--- src/rtl/uart_rx_pkg.sv ---
package uart_rx_pkg;

  localparam int DATA_W = 9;

  typedef enum logic [2:0] {
    ST_IDLE,
    ST_START,
    ST_DATA,
    ST_PAR,
    ST_STOP1,
    ST_STOP2
  } rx_state_e;

  typedef struct packed {
    logic [DATA_W-1:0] data;
    logic              perr;
    logic              ferr;
    logic              brk;
  } rx_frame_t;

  localparam logic [1:0] PAR_EVEN = 2'b01;
  localparam logic [1:0] PAR_ODD  = 2'b10;

  function automatic logic [3:0] len_bits(input logic [1:0] sel);
    case (sel)
      2'd0:    return 4'd7;
      2'd1:    return 4'd8;
      default: return 4'd9;
    endcase
  endfunction

endpackage

--- src/rtl/uart_rx_sync.sv ---
module uart_rx_sync #(
  parameter int STAGES = 2
) (
  input  logic clk,
  input  logic rst_n,
  input  logic rxd_async,
  output logic rx_level,
  output logic rx_fall
);

  logic [STAGES-1:0] chain_q, chain_d;
  logic              prev_q, prev_d;

  always_comb begin
    chain_d = {chain_q[STAGES-2:0], rxd_async};
    prev_d  = chain_q[STAGES-1];
  end

  always_ff @(posedge clk or negedge rst_n) begin
    if (!rst_n) begin
      chain_q <= '1;
      prev_q  <= 1'b1;
    end else begin
      chain_q <= chain_d;
      prev_q  <= prev_d;
    end
  end

  assign rx_level = chain_q[STAGES-1];
  assign rx_fall  = prev_q & ~chain_q[STAGES-1];

endmodule

--- src/rtl/uart_rx_frame.sv ---
module uart_rx_frame
  import uart_rx_pkg::*;
#(
  parameter int OSR = 16
) (
  input  logic      clk,
  input  logic      rst_n,
  input  logic      tick,
  input  logic      rx_level,
  input  logic      rx_fall,
  input  logic [1:0] cfg_len,
  input  logic [1:0] cfg_par,
  input  logic      cfg_two_stop,
  output logic      done,
  output rx_frame_t frame
);

  localparam int CW = $clog2(OSR);
  localparam logic [CW-1:0] HALF_LAST = CW'(OSR / 2 - 1);
  localparam logic [CW-1:0] FULL_LAST = CW'(OSR - 1);

  rx_state_e         state_q, state_d;
  logic [CW-1:0]     cnt_q, cnt_d;
  logic [3:0]        idx_q, idx_d;
  logic [DATA_W-1:0] shift_q, shift_d;
  logic              ones_q, ones_d;
  logic              perr_q, perr_d;
  logic              ferr_q, ferr_d;
  logic              zero_q, zero_d;
  logic              done_q, done_d;
  rx_frame_t         frame_q, frame_d;

  logic [3:0]        nbits;
  logic              par_en;
  logic              mid_bit;
  logic [DATA_W-1:0] aligned;

  assign nbits   = len_bits(cfg_len);
  assign par_en  = (cfg_par == PAR_EVEN) || (cfg_par == PAR_ODD);
  assign mid_bit = tick && (cnt_q == FULL_LAST);
  assign aligned = shift_q >> (4'(DATA_W) - nbits);

  always_comb begin
    state_d = state_q;
    cnt_d   = cnt_q;
    idx_d   = idx_q;
    shift_d = shift_q;
    ones_d  = ones_q;
    perr_d  = perr_q;
    ferr_d  = ferr_q;
    zero_d  = zero_q;
    done_d  = 1'b0;
    frame_d = frame_q;

    if (tick) begin
      cnt_d = (cnt_q == FULL_LAST) ? '0 : cnt_q + 1'b1;
    end

    case (state_q)
      ST_IDLE: begin
        cnt_d = '0;
        if (rx_fall) begin
          state_d = ST_START;
        end
      end
      ST_START: begin
        if (tick && (cnt_q == HALF_LAST)) begin
          if (rx_level) begin
            state_d = ST_IDLE;
          end else begin
            state_d = ST_DATA;
            cnt_d   = '0;
            idx_d   = '0;
            ones_d  = 1'b0;
            perr_d  = 1'b0;
            ferr_d  = 1'b0;
            zero_d  = 1'b1;
          end
        end
      end
      ST_DATA: begin
        if (mid_bit) begin
          shift_d = {rx_level, shift_q[DATA_W-1:1]};
          ones_d  = ones_q ^ rx_level;
          zero_d  = zero_q & ~rx_level;
          idx_d   = idx_q + 4'd1;
          if (idx_q == nbits - 4'd1) begin
            state_d = par_en ? ST_PAR : ST_STOP1;
          end
        end
      end
      ST_PAR: begin
        if (mid_bit) begin
          perr_d  = (ones_q ^ rx_level) != (cfg_par == PAR_ODD);
          zero_d  = zero_q & ~rx_level;
          state_d = ST_STOP1;
        end
      end
      ST_STOP1: begin
        if (mid_bit) begin
          ferr_d = ~rx_level;
          zero_d = zero_q & ~rx_level;
          if (cfg_two_stop) begin
            state_d = ST_STOP2;
          end else begin
            state_d = ST_IDLE;
            done_d  = 1'b1;
          end
        end
      end
      ST_STOP2: begin
        if (mid_bit) begin
          ferr_d  = ferr_q | ~rx_level;
          zero_d  = zero_q & ~rx_level;
          state_d = ST_IDLE;
          done_d  = 1'b1;
        end
      end
      default: state_d = ST_IDLE;
    endcase

    if (done_d) begin
      frame_d.data = aligned;
      frame_d.perr = perr_d;
      frame_d.ferr = ferr_d;
      frame_d.brk  = zero_d;
    end
  end

  always_ff @(posedge clk or negedge rst_n) begin
    if (!rst_n) begin
      state_q <= ST_IDLE;
      cnt_q   <= '0;
      idx_q   <= '0;
      shift_q <= '0;
      ones_q  <= 1'b0;
      perr_q  <= 1'b0;
      ferr_q  <= 1'b0;
      zero_q  <= 1'b0;
      done_q  <= 1'b0;
      frame_q <= '0;
    end else begin
      state_q <= state_d;
      cnt_q   <= cnt_d;
      idx_q   <= idx_d;
      shift_q <= shift_d;
      ones_q  <= ones_d;
      perr_q  <= perr_d;
      ferr_q  <= ferr_d;
      zero_q  <= zero_d;
      done_q  <= done_d;
      frame_q <= frame_d;
    end
  end

  assign done  = done_q;
  assign frame = frame_q;

  // a start that reads high at its midpoint returns to idle
  a_r5_glitch_to_idle: assert property (@(posedge clk) disable iff (!rst_n)
    (state_q == ST_START && tick && cnt_q == HALF_LAST && rx_level) |=> (state_q == ST_IDLE));

  // a completion strobe lasts a single cycle
  a_r2_done_single: assert property (@(posedge clk) disable iff (!rst_n)
    done_q |=> !done_q);

  // the bit index never passes the selected length while data is shifting
  a_r2_idx_bound: assert property (@(posedge clk) disable iff (!rst_n)
    (state_q == ST_DATA) |-> (idx_q < nbits));

  // a break character always carries a framing error
  a_r8_break_has_ferr: assert property (@(posedge clk) disable iff (!rst_n)
    (done_q && frame_q.brk) |-> frame_q.ferr);

endmodule

--- src/rtl/uart_rx_buffer.sv ---
module uart_rx_buffer
  import uart_rx_pkg::*;
(
  input  logic              clk,
  input  logic              rst_n,
  input  logic              load,
  input  rx_frame_t         frame_in,
  input  logic              rd_stb,
  output logic              valid,
  output logic [DATA_W-1:0] data,
  output logic              perr,
  output logic              ferr,
  output logic              ovr,
  output logic              brk
);

  logic              valid_q, valid_d;
  logic [DATA_W-1:0] data_q, data_d;
  logic              perr_q, perr_d;
  logic              ferr_q, ferr_d;
  logic              ovr_q, ovr_d;
  logic              brk_q, brk_d;
  logic              hold;
  logic              accept;

  assign hold   = valid_q & ~rd_stb;
  assign accept = load & ~hold;

  always_comb begin
    valid_d = valid_q;
    data_d  = data_q;
    perr_d  = perr_q;
    ferr_d  = ferr_q;
    ovr_d   = ovr_q;
    brk_d   = brk_q;
    if (rd_stb) begin
      valid_d = 1'b0;
      perr_d  = 1'b0;
      ferr_d  = 1'b0;
      ovr_d   = 1'b0;
      brk_d   = 1'b0;
    end
    if (accept) begin
      valid_d = 1'b1;
      data_d  = frame_in.data;
      perr_d  = frame_in.perr;
      ferr_d  = frame_in.ferr;
      brk_d   = frame_in.brk;
    end else if (load) begin
      ovr_d = 1'b1;
    end
  end

  always_ff @(posedge clk or negedge rst_n) begin
    if (!rst_n) begin
      valid_q <= 1'b0;
      data_q  <= '0;
      perr_q  <= 1'b0;
      ferr_q  <= 1'b0;
      ovr_q   <= 1'b0;
      brk_q   <= 1'b0;
    end else begin
      valid_q <= valid_d;
      data_q  <= data_d;
      perr_q  <= perr_d;
      ferr_q  <= ferr_d;
      ovr_q   <= ovr_d;
      brk_q   <= brk_d;
    end
  end

  assign valid = valid_q;
  assign data  = data_q;
  assign perr  = perr_q;
  assign ferr  = ferr_q;
  assign ovr   = ovr_q;
  assign brk   = brk_q;

  // a character arriving at a full, unread buffer is dropped
  a_r6_overrun_keeps: assert property (@(posedge clk) disable iff (!rst_n)
    (load && valid_q && !rd_stb) |=> (ovr_q && valid_q && $stable(data_q)));

  // a read with nothing arriving empties the buffer and its status
  a_r7_read_clears: assert property (@(posedge clk) disable iff (!rst_n)
    (rd_stb && !load) |=> (!valid_q && !ovr_q && !perr_q && !ferr_q && !brk_q));

endmodule

--- src/rtl/uart_rx_core.sv ---
module uart_rx_core
  import uart_rx_pkg::*;
#(
  parameter int OSR         = 16,
  parameter int SYNC_STAGES = 2
) (
  input  logic              clk,
  input  logic              rst_n,
  input  logic              rxd,
  input  logic              os_tick,
  input  logic [1:0]        cfg_len,
  input  logic [1:0]        cfg_par,
  input  logic              cfg_two_stop,
  input  logic              ready_ie,
  input  logic              rd_stb,
  output logic [DATA_W-1:0] rd_data,
  output logic              rd_valid,
  output logic              err_parity,
  output logic              err_frame,
  output logic              err_overrun,
  output logic              brk_det,
  output logic              irq
);

  logic [1:0] rst_pipe_q;
  logic       rst_core_n;

  always_ff @(posedge clk or negedge rst_n) begin
    if (!rst_n) begin
      rst_pipe_q <= 2'b00;
    end else begin
      rst_pipe_q <= {rst_pipe_q[0], 1'b1};
    end
  end

  assign rst_core_n = rst_pipe_q[1];

  logic      rx_level;
  logic      rx_fall;
  logic      frame_done;
  rx_frame_t frame_word;

  uart_rx_sync #(
    .STAGES(SYNC_STAGES)
  ) u_sync (
    .clk      (clk),
    .rst_n    (rst_core_n),
    .rxd_async(rxd),
    .rx_level (rx_level),
    .rx_fall  (rx_fall)
  );

  uart_rx_frame #(
    .OSR(OSR)
  ) u_frame (
    .clk         (clk),
    .rst_n       (rst_core_n),
    .tick        (os_tick),
    .rx_level    (rx_level),
    .rx_fall     (rx_fall),
    .cfg_len     (cfg_len),
    .cfg_par     (cfg_par),
    .cfg_two_stop(cfg_two_stop),
    .done        (frame_done),
    .frame       (frame_word)
  );

  uart_rx_buffer u_buf (
    .clk     (clk),
    .rst_n   (rst_core_n),
    .load    (frame_done),
    .frame_in(frame_word),
    .rd_stb  (rd_stb),
    .valid   (rd_valid),
    .data    (rd_data),
    .perr    (err_parity),
    .ferr    (err_frame),
    .ovr     (err_overrun),
    .brk     (brk_det)
  );

  assign irq = rd_valid & ready_ie;

endmodule

--- config.mk ---
export PLATFORM = sky130hd
export DESIGN_NAME = uart_rx_core
export DESIGN_NICKNAME = d
export VERILOG_FILES = /design/src/rtl/uart_rx_pkg.sv /design/src/rtl/uart_rx_sync.sv /design/src/rtl/uart_rx_frame.sv /design/src/rtl/uart_rx_buffer.sv /design/src/rtl/uart_rx_core.sv
export SDC_FILE = /design/constraint.sdc
export NUM_CORES = 1
export LEC_CHECK = 0
export ABC_AREA = 1
export ABC_CLOCK_PERIOD_IN_PS = 3900
export BUFFER_PORTS_ARGS = -buffer_cell sky130_fd_sc_hd__buf_2
export CORE_MARGIN = 3
export CORE_UTILIZATION = 44
export DETAILED_ROUTE_END_ITERATION = 12
export PLACE_DENSITY = 0.6
export SYNTH_ARGS = -nofsm -noshare
export SYNTH_HDL_FRONTEND = slang
export SYNTH_SLANG_ARGS = --single-unit
--- constraint.sdc ---
create_clock -name clk -period 3.9 [get_ports clk]
set_clock_uncertainty 0.15 [all_clocks]
set_input_delay 0.39 -clock clk [delete_from_list [all_inputs] [get_ports clk]]
set_output_delay 0.39 -clock clk [all_outputs]
set_load 0.02 [all_outputs]
Word level (Yosys, flattened, before mapping)
Cells that the tools add are included.

Register bits: 56. Input bits: 11. Logic and storage cells: 118.

Mux-type cells: 50. Shift operators: 1. Add/subtract/negate cells: 4. Bitwise operators: 10. Reductions and logical operators: 11. Eq/ne operators: 20.

Operators with widths (number): two-way mux 4 bit (7); two-way mux 3 bit (9); two-way mux 1 bit (24); case mux 4 bit (2 select lines) (3); case mux 3 bit (6 select lines) (1); inequality test 2 x 1 -> 1 bit, second input constant (6); right shift 9 x 4 -> 9 bit (1); adder 4 x 1 -> 4 bit, second input constant (2); case mux 1 bit (2 select lines) (4); AND reduction 7 bit (1); == test 3 x 2 -> 1 bit, second input constant (2); == test 3 bit, second input constant (2); AND 1 bit (5); == test 2 x 1 -> 1 bit, second input constant (2); == test 4 x 3 -> 1 bit, second input constant (1); == test 4 bit (1); == test 4 bit, second input constant (1); inequality test 2 bit, second input constant (2); AND reduction 4 bit (1); nonzero test 2 bit (2); OR reduction 4 bit (1); subtractor 4 x 1 -> 4 bit, second input constant (1); subtractor 4 bit, first input constant (1); == test 3 x 1 -> 1 bit, second input constant (1); other kinds (12) (15).

Depth between registers and ports, before layout
Gate-level depths: netlist of the first run.

Depth in word-level cells: 7. Mapped depth: 12. Depth with buffers taken out: 12.

Hierarchy
From an unflattened synthesis of the first run, not the netlist that was laid out.

Cell total of the unflattened synthesis: 323. Area total of the unflattened synthesis: 2778.9 µm².

By module, submodules not included: uart_rx_frame (area each 2025.7 µm², times used 1, cells an instance 252); uart_rx_buffer (area each 603.1 µm², times used 1, cells an instance 61); uart_rx_sync (area each 88.8 µm², times used 1, cells an instance 5); uart_rx_core (area each 61.3 µm², times used 1, cells an instance 5).

Worst setup path after synthesis of the first run
Ideal clock, no wire load.

Path kind: input port to flip-flop. From: input cfg_len[1]. To: register u_frame.state_q[1]. Stages on the path: 9. Data required time: 3.633 ns. Setup slack: 2.214 ns. Arrival: 1.418 ns. Cell sequence: inv_2 > nand2_2 > ha_1 > xnor2_1 > nand3_1 > nand2_1 > nand2_2 > nand2_1 > nand2_1.

Word-level cells in the longest chain between the ends: 6.

RTL lines: from (decl) (RTL line uart_rx_core.sv:11) `input logic [1:0] cfg_len,`; == test 2 x 1 -> 1 bit or zero test 2 bit (tied branches) (RTL line uart_rx_pkg.sv:25) `case (sel)`; case mux 4 bit (2 select lines) (*) (RTL line uart_rx_pkg.sv:25); subtractor 4 x 1 -> 4 bit (*) (RTL line uart_rx_frame.sv:87) `if (idx_q == nbits - 4'd1) begin`; == test 4 bit (*) (RTL line uart_rx_frame.sv:87); inequality test 2 x 1 -> 1 bit (no line) (*); AND reduction 7 bit (no line) (*); to (signal assigned) (RTL line uart_rx_frame.sv:143) `state_q <= state_d;`; to (decl) (RTL line uart_rx_frame.sv:22) `rx_state_e state_q, state_d;`.

Mark *: on every way between the ends. The rest lies on a longest branch, timed or not. A chain may end at the register's enable or synchronous reset.

Final worst setup path of the first run
From: register u_frame.cnt_q[0]. To: register u_frame.cnt_q[3].

Word-level cells in the longest chain between the ends: 6.

RTL lines: from (decl) (RTL line uart_rx_frame.sv:23) `logic [CW-1:0] cnt_q, cnt_d;`; from (signal assigned) (RTL line uart_rx_frame.sv:144) `cnt_q <= cnt_d;`; adder 4 x 1 -> 4 bit or == test 4 bit (tied branches) (RTL line uart_rx_frame.sv:56) `cnt_d = (cnt_q == FULL_LAST) ? '0 : cnt_q + 1'b1;`; two-way mux 4 bit (RTL line uart_rx_frame.sv:56); two-way mux 4 bit (RTL line uart_rx_frame.sv:55) `if (tick) begin`; two-way mux 4 bit (RTL line uart_rx_frame.sv:68) `if (rx_level) begin`; two-way mux 4 bit (RTL line uart_rx_frame.sv:67) `if (tick && (cnt_q == HALF_LAST)) begin`; case mux 4 bit (2 select lines) (*) (RTL line uart_rx_frame.sv:59) `case (state_q)`; via u_frame.cnt_d[3] (RTL line uart_rx_frame.sv:23).

Mark *: on every way through the listed nets, which the timed path passes. The rest lies on a longest branch.

==> results of run 1 <==
[routing by layer]
metal  global-route usage  vias to the layer above
met5                    0                        -
met4               0.0345                        0
met3               0.0320                        4
met2                0.249                       35
met1                0.215                      936
li1                     -                     1057
[cell families (layout without fill, tap and decap cells)]
family                   count (synthesis)  in the layout  share of synthesized area
XOR/XNOR                                 4              4                     0.0128
multiplexers                             3              3                     0.0123
buffers and inverters                   47             78                     0.0763
adder cells (fa/ha/maj)                  4              4                     0.0183
AO/OA/AOI/OAI                           46             46                      0.110
other                                    1              1                    0.00137
flip-flops                              56             56                      0.513
AND/OR/NAND/NOR                        149            149                      0.256
[sequential cells by signal (all words and copies together) (netlist names), 2 cells and up]
signal,count
rst_pipe_q,2
u_frame.state_q,3
u_sync.chain_q,2
u_frame.idx_q,4
u_buf.data,9
u_frame.cnt_q,4
u_frame.shift_q,9
u_frame.frame,12
[cells in the mapped netlist, drive strengths merged]
master,number,share of area
xnor2,2,0.0064
nand4,4,0.0091
conb,1,0.0014
a21oi,4,0.0087
nor2,18,0.033
o22ai,8,0.025
and3,1,0.0023
xor2,2,0.0064
o21ai,29,0.061
nand2,96,0.15
nand3,23,0.051
mux2,3,0.012
clkbuf,1,0.0014
dfrtp,53,0.48
o221ai,3,0.0096
buf,3,0.013
clkinv,2,0.0027
or2,1,0.0023
ha,4,0.018
o21bai,1,0.0027
and2,1,0.0023
inv,41,0.059
a21boi,1,0.0027
dfstp,3,0.029
nor3,5,0.011
[final cells by class]
type,instances,share of cell area
sequential,56,0.465
multi-input combinational,207,0.373
inverter,43,0.0559
timing repair buffer,27,0.0472
tap,75,0.0310
clock buffer,7,0.0252
clock inverter,1,0.00290
[through the flow]
stage	cell area [um^2]	setup slack [ns]	power [W]	std cells
after floorplan	2740	2.08	0.000918	310
after global placement	2930	1.97	0.000980	407
after detailed placement	2930	1.92	0.000985	407
after CTS	3020	2.10	0.00130	416
after global routing	3020	1.95	0.00137	416
final	3020	2.11	0.00128	416
[report_power, final]
part	switching (W)	leakage, nW	internal (W)
Clock	0.000179	0.0424	0.000129
Sequential	0.0000375	0.685	0.000609
Combinational	0.000216	0.839	0.000111
Total	0.000433	1.57	0.000848
[path summary, 6_finish.rpt]
path	to	startpoint	depth (start not counted)	slack, ns
min in group asynchronous	rst_pipe_q[1]	rst_n	2	0.24
max in group asynchronous	u_frame.ones_q	rst_pipe_q[1]	1	2.91
worst min-delay path	u_sync.chain_q[0]	rxd	1	0.03
worst min register to register	rst_pipe_q[1]	rst_pipe_q[0]	0	0.21
worst max register to register	u_frame.cnt_q[3]	u_frame.cnt_q[0]	6	2.11
worst max-delay path	u_frame.cnt_q[3]	u_frame.cnt_q[0]	6	2.11
[cells in the final DEF (no fill, tap or decap), types with 3 or more instances in the layout]
master	instances
o22ai_2	3
nor3_1	4
inv_2	7
o22ai_1	5
o221ai_1	3
a21oi_1	3
o21ai_0	22
o21ai_2	6
nand3_1	21
inv_1	32
clkbuf_8	5
dfstp_2	3
nand4_1	4
buf_2	25
nor2_1	15
mux2_2	3
nand2_1	83
nor2_4	3
ha_1	4
nand2_2	12
dfrtp_1	52
[worst register-to-register path, delay by kind of cell (launching register included)]
kind | cells | cell delay, ns
and+or+nand+nor | 3 | 0.38
AOI/OAI and AO/OA | 1 | 0.49
buffers and inverters | 1 | 0.05
DFF | 1 | 0.39
adders and majority gates | 1 | 0.20
[repair_timing]
item	CTS	global route
gates resized for setup	0	0
endpoints found under the hold margin	2	0
hold buffers	1	0
==> flow_summary.json, run 1 <==
{
  "status": "complete, no violations",
  "viasPerCell": 4.88,
  "drt_iter0_drc": 74,
  "multi_input_area_um2": 1130,
  "fin_util": 0.505,
  "crit_required_ns": 3.91,
  "vias": 2032,
  "coreArea_um2": 5990,
  "fin_tns_setup_ns": 0,
  "slew_viol_final": 0,
  "antenna_found_initial": 0,
  "initial_utilization": 0.457,
  "overflow": 0,
  "post_cts_buffers": 0,
  "ir_drop_mv": 0.185,
  "min_period_ns": 1.79,
  "die_w_um": 84.9,
  "path_buf_inv": 1,
  "rsz0062_at_grt": "no",
  "drt-met1-wl_um": 2560,
  "die_y_um": 84.9,
  "cts_buffer_depth": 2,
  "whs_ns": 0.0324,
  "clock-root-buffer": "clkbuf_8",
  "cpMaxStageDelayCell": "a21boi_0",
  "cp.arrival_ns": 1.80,
  "highest-signal-layer": "met4",
  "maxCapViolCount": 0,
  "insertion_delay_ns": 0.30,
  "drtPass1Iterations": 4,
  "drc": 0,
  "clock_sinks": 56,
  "period_share": 0.459,
  "finalHoldViolCount": 0,
  "slew_headroom": 0.547,
  "critPathMostFrequentCell": "nor2_1",
  "start_kind": "flop",
  "ff_latch_area_um2": 1410,
  "htreeDepth": 2,
  "yosysWarningCount": 0,
  "wl_met2_um": 2220,
  "synth.avg_cell_area_um2": 8.84,
  "tightestPinTransition_ns": 0.680,
  "synthCells": 310,
  "timing.fmax_mhz": 559,
  "drive_above_1_share": 0.226,
  "routedWlPerCell_um": 12.1,
  "nets": 355,
  "synth_cell_types": 39,
  "cellPowerDensity_nw_per_um2": 424,
  "n_antenna_cell": 0,
  "port_buffers": 25,
  "worstPathCellList": "ha_1 > inv_1 > nor2_1 > nand3_1 > a21boi_0 > nor2_1",
  "cts_buffers": 5,
  "syn_nets": 325,
  "hold_path.class": "input port to flop",
  "netlist_area_um2": 2740,
  "wirelength_um": 5040,
  "areaGrowthSynthToFinish_pct": 10.3,
  "cp-end-kind": "flop",
  "row_count": 28,
  "crit_family": "compound AO/OA/AOI/OAI gates",
  "fill_cells": 609,
  "power_leakage_nw": 1.57,
  "cts_tree": "yes",
  "grt_pass1_vias": 2034,
  "routabilityCongestion": 0.877,
  "dieArea_um2": 7210,
  "cp_max_fo": 4,
  "ioPinCount": 26,
  "seq_area_frac_synth": 0.513,
  "dp_hpwl_um": 3650,
  "dr_wl_met3_um": 214,
  "setup_viol": 0,
  "path_clk_slew_ns": 0.09,
  "ys_seq_elements": 56,
  "grt_pass1_wl_um": 9160,
  "crit_type": "flop to flop",
  "grt_max_degree": 55,
  "max_stage_delay_ns": 0.48,
  "final_antenna_net_count": 0,
  "grtUsageTotal": 0.154
}
Power figures use the tool's default switching activity.
==> run 2: changes to the inputs <==
--- a/config.mk
+++ b/config.mk
@@ -5,8 +5,8 @@
 export SDC_FILE = /design/constraint.sdc
 export NUM_CORES = 1
 export LEC_CHECK = 0
-export ABC_AREA = 1
-export ABC_CLOCK_PERIOD_IN_PS = 3900
+export ABC_AREA = 0
+export ABC_CLOCK_PERIOD_IN_PS = 1700
 export BUFFER_PORTS_ARGS = -buffer_cell sky130_fd_sc_hd__buf_2
 export CORE_MARGIN = 3
 export CORE_UTILIZATION = 44
==> constraint.sdc (replaced) <==
create_clock -name clk -period 1.7 [get_ports clk]
set_clock_uncertainty 0.15 [all_clocks]
set_input_delay 0.17 -clock clk [delete_from_list [all_inputs] [get_ports clk]]
set_output_delay 0.17 -clock clk [all_outputs]
set_load 0.02 [all_outputs]
==> flow_summary.json, run 2 <==
{
  "power_leakage_nw": 1.68,
  "final_cell_mix": "dfrtp_1, nand2_1, buf_4, buf_2, nor2_1",
  "crit_start": "u_frame.cnt_q[0]",
  "cp-end-kind": "flop",
  "grtUsageTotal": 0.160,
  "yosysWarningCount": 0,
  "cts_tree": "yes",
  "synth_edf_count": 0,
  "cellPowerDensity_nw_per_um2": 928,
  "cpMaxStageDelayCell": "dfrtp_1",
  "areaGrowthSynthToFinish_pct": 28.5,
  "cts_buffer_depth": 2,
  "drt_iter0_drc": 97,
  "grt_max_degree": 39,
  "grt_pass1_wl_um": 9160,
  "rsz0062_at_grt": "yes",
  "cp.arrival_ns": 1.86,
  "hold_path.class": "input port to flop",
  "die_w_um": 83.0,
  "synth_top_area_frac": 0.508,
  "synth_flop_cell": "dfrtp_1",
  "layout.cells.non_filler": 393,
  "min_to": "u_frame.cnt_q[0]",
  "drive_above_1_share": 0.349,
  "grt_pass1_vias": 1955,
  "insertion_delay_ns": 0.31,
  "synth.largest_area_cell": "dfrtp_1",
  "netlist_area_um2": 2610,
  "routedWlPerCell_um": 13.3,
  "row_count": 27,
  "drtPass1Iterations": 4,
  "crit_type": "flop to flop",
  "dp.cells": 374,
  "min_period_ns": 1.80,
  "dp_hpwl_um": 3630,
  "wirelength_um": 5220,
  "clock-root-buffer": "clkbuf_8",
  "routabilityCongestion": 0.780,
  "antenna_found_initial": 0,
  "r2r-end": "u_frame.state_q[1]",
  "overflow": 0,
  "regToRegStartpoint": "u_frame.cnt_q[0]",
  "maxCapViolCount": 0,
  "max_stage_delay_ns": 0.42,
  "slew_viol_final": 0,
  "worstPathCellList": "ha_4 > nand4b_1 > a211o_1 > and3_4 > o31a_1",
  "ir_drop_mv": 0.464,
  "min_path_cells": 3,
  "synthTopCellsByArea": "dfrtp_1, nand2_1, mux2_2",
  "ioPinCount": 26,
  "syn_nets": 274,
  "final.setup.worst_slack_ns": -0.104,
  "synth.most_common_cell": "dfrtp_1",
  "finalHoldViolCount": 0,
  "violations": "setup timing",
  "synthCells": 259,
  "seq_area_frac_synth": 0.538,
  "drc": 0,
  "crit_family": "compound AO/OA/AOI/OAI gates",
  "path_buf_inv": 0,
  "status": "finished, violations left",
  "vias": 1986,
  "reg2regPathDepth": 5,
  "htreeDepth": 2,
  "hp-start": "os_tick",
  "setup_viol": 10,
  "start_kind": "flop",
  "dieArea_um2": 6890,
  "mostFrequentLayoutCell": "dfrtp_1",
  "n_antenna_cell": 0,
  "period_share": 1.06,
  "initial_utilization": 0.465,
  "clock_sinks": 56,
  "path_clk_slew_ns": 0.10,
  "cts_buffers": 5,
  "crit_required_ns": 1.76,
  "die_y_um": 83.0,
  "viasPerCell": 5.05,
  "ys_top_cells_by_count": "dfrtp_1, nand2_1, nor2_1, a21oi_1, o21ai_0",
  "final_antenna_net_count": 0,
  "async_flop_share": 1.00,
  "r2r_setup_slack_ns": -0.10,
  "cp_max_fo": 5,
  "largest_reg_flops": 12,
  "coreArea_um2": 5610,
  "synth_cell_types": 45,
  "timing.fmax_mhz": 554,
  "dp_slack_ns": -0.147,
  "ys_seq_elements": 56,
  "port_buffers": 25,
  "synth.avg_cell_area_um2": 10.1,
  "nets": 335
}
==> run 2: layout make-up <==
type                            count  area, um^2
Fill cell                         476        2250
Clock inverter                      3        21.3
Sequential cell                    56        1410
Multi-Input combinational cell    183        1240
Inverter                            6        22.5
Timing Repair Buffer               68         504
Clock buffer                        5        68.8
Tap cell                           72        90.1
==> run 2: how the worst max path moves through the flow <==
stage / cells past startpoint / to
CTS: 5 / u_frame.state_q[1]
finish: 5 / u_frame.state_q[1]
floorplan: 8 / u_frame.state_q[1]
global placement: 5 / u_frame.state_q[1]
global route: 5 / u_frame.state_q[1]
detailed placement: 5 / u_frame.state_q[1]
==> run 2: metrics by stage <==
stage	utilization	instance area [um^2]	total power, W	hold slack (ns)	TNS, ns
3_3_place_gp	0.544	3050	0.00228	-0.196	-0.341
5_1_grt	0.598	3350	0.00331	0.0474	-1.87
6_report	0.598	3350	0.00311	0.0363	-0.674
3_5_place_dp	0.544	3050	0.00229	-0.192	-1.44
2_1_floorplan	-	2680	0.00200	-0.276	-0.596
4_1_cts	0.583	3270	0.00309	0.0220	-0.703
==> run 2: cell families after synthesis <==
family | synth area share
xor gates and xnor gates | 0.0336
other | 0.00144
and+or+nand+nor | 0.178
AOI/OAI and AO/OA | 0.112
buffers and inverters | 0.0312
muxes | 0.0863
DFF | 0.538
adders and majority gates | 0.0192
==> run 2: metal layers <==
layer / track usage / vias to the layer above / wire length [um]
li1: - / 1008 / -
met5: 0 / - / 0
met4: 0.0490 / 0 / 71
met2: 0.251 / 27 / 2400
met1: 0.220 / 944 / 2570
met3: 0.0397 / 7 / 181
==> run 2: worst register-to-register path, cell delays in order, from the launching register on <==
cell	delay (ns)
dfrtp_1	0.42
ha_4	0.18
nand4b_1	0.16
a211o_1	0.37
and3_4	0.19
o31a_1	0.23
==> run 2: repair_timing <==
action                     in CTS  in global routing
hold buffers                    4                  0
hold endpoints to repair        7                  0
setup endpoints to repair      27                 35
pin swaps                       8                  9
setup buffers                   3                  3
gates cloned                    2                  0
gates resized for setup        19                 22
==> run 2: where the power goes <==
part	internal [W]	leakage (nW)	switching, W
Clock	0.000293	0.0445	0.000445
Sequential	0.00141	0.751	0.0000750
Combinational	0.000450	0.885	0.000438
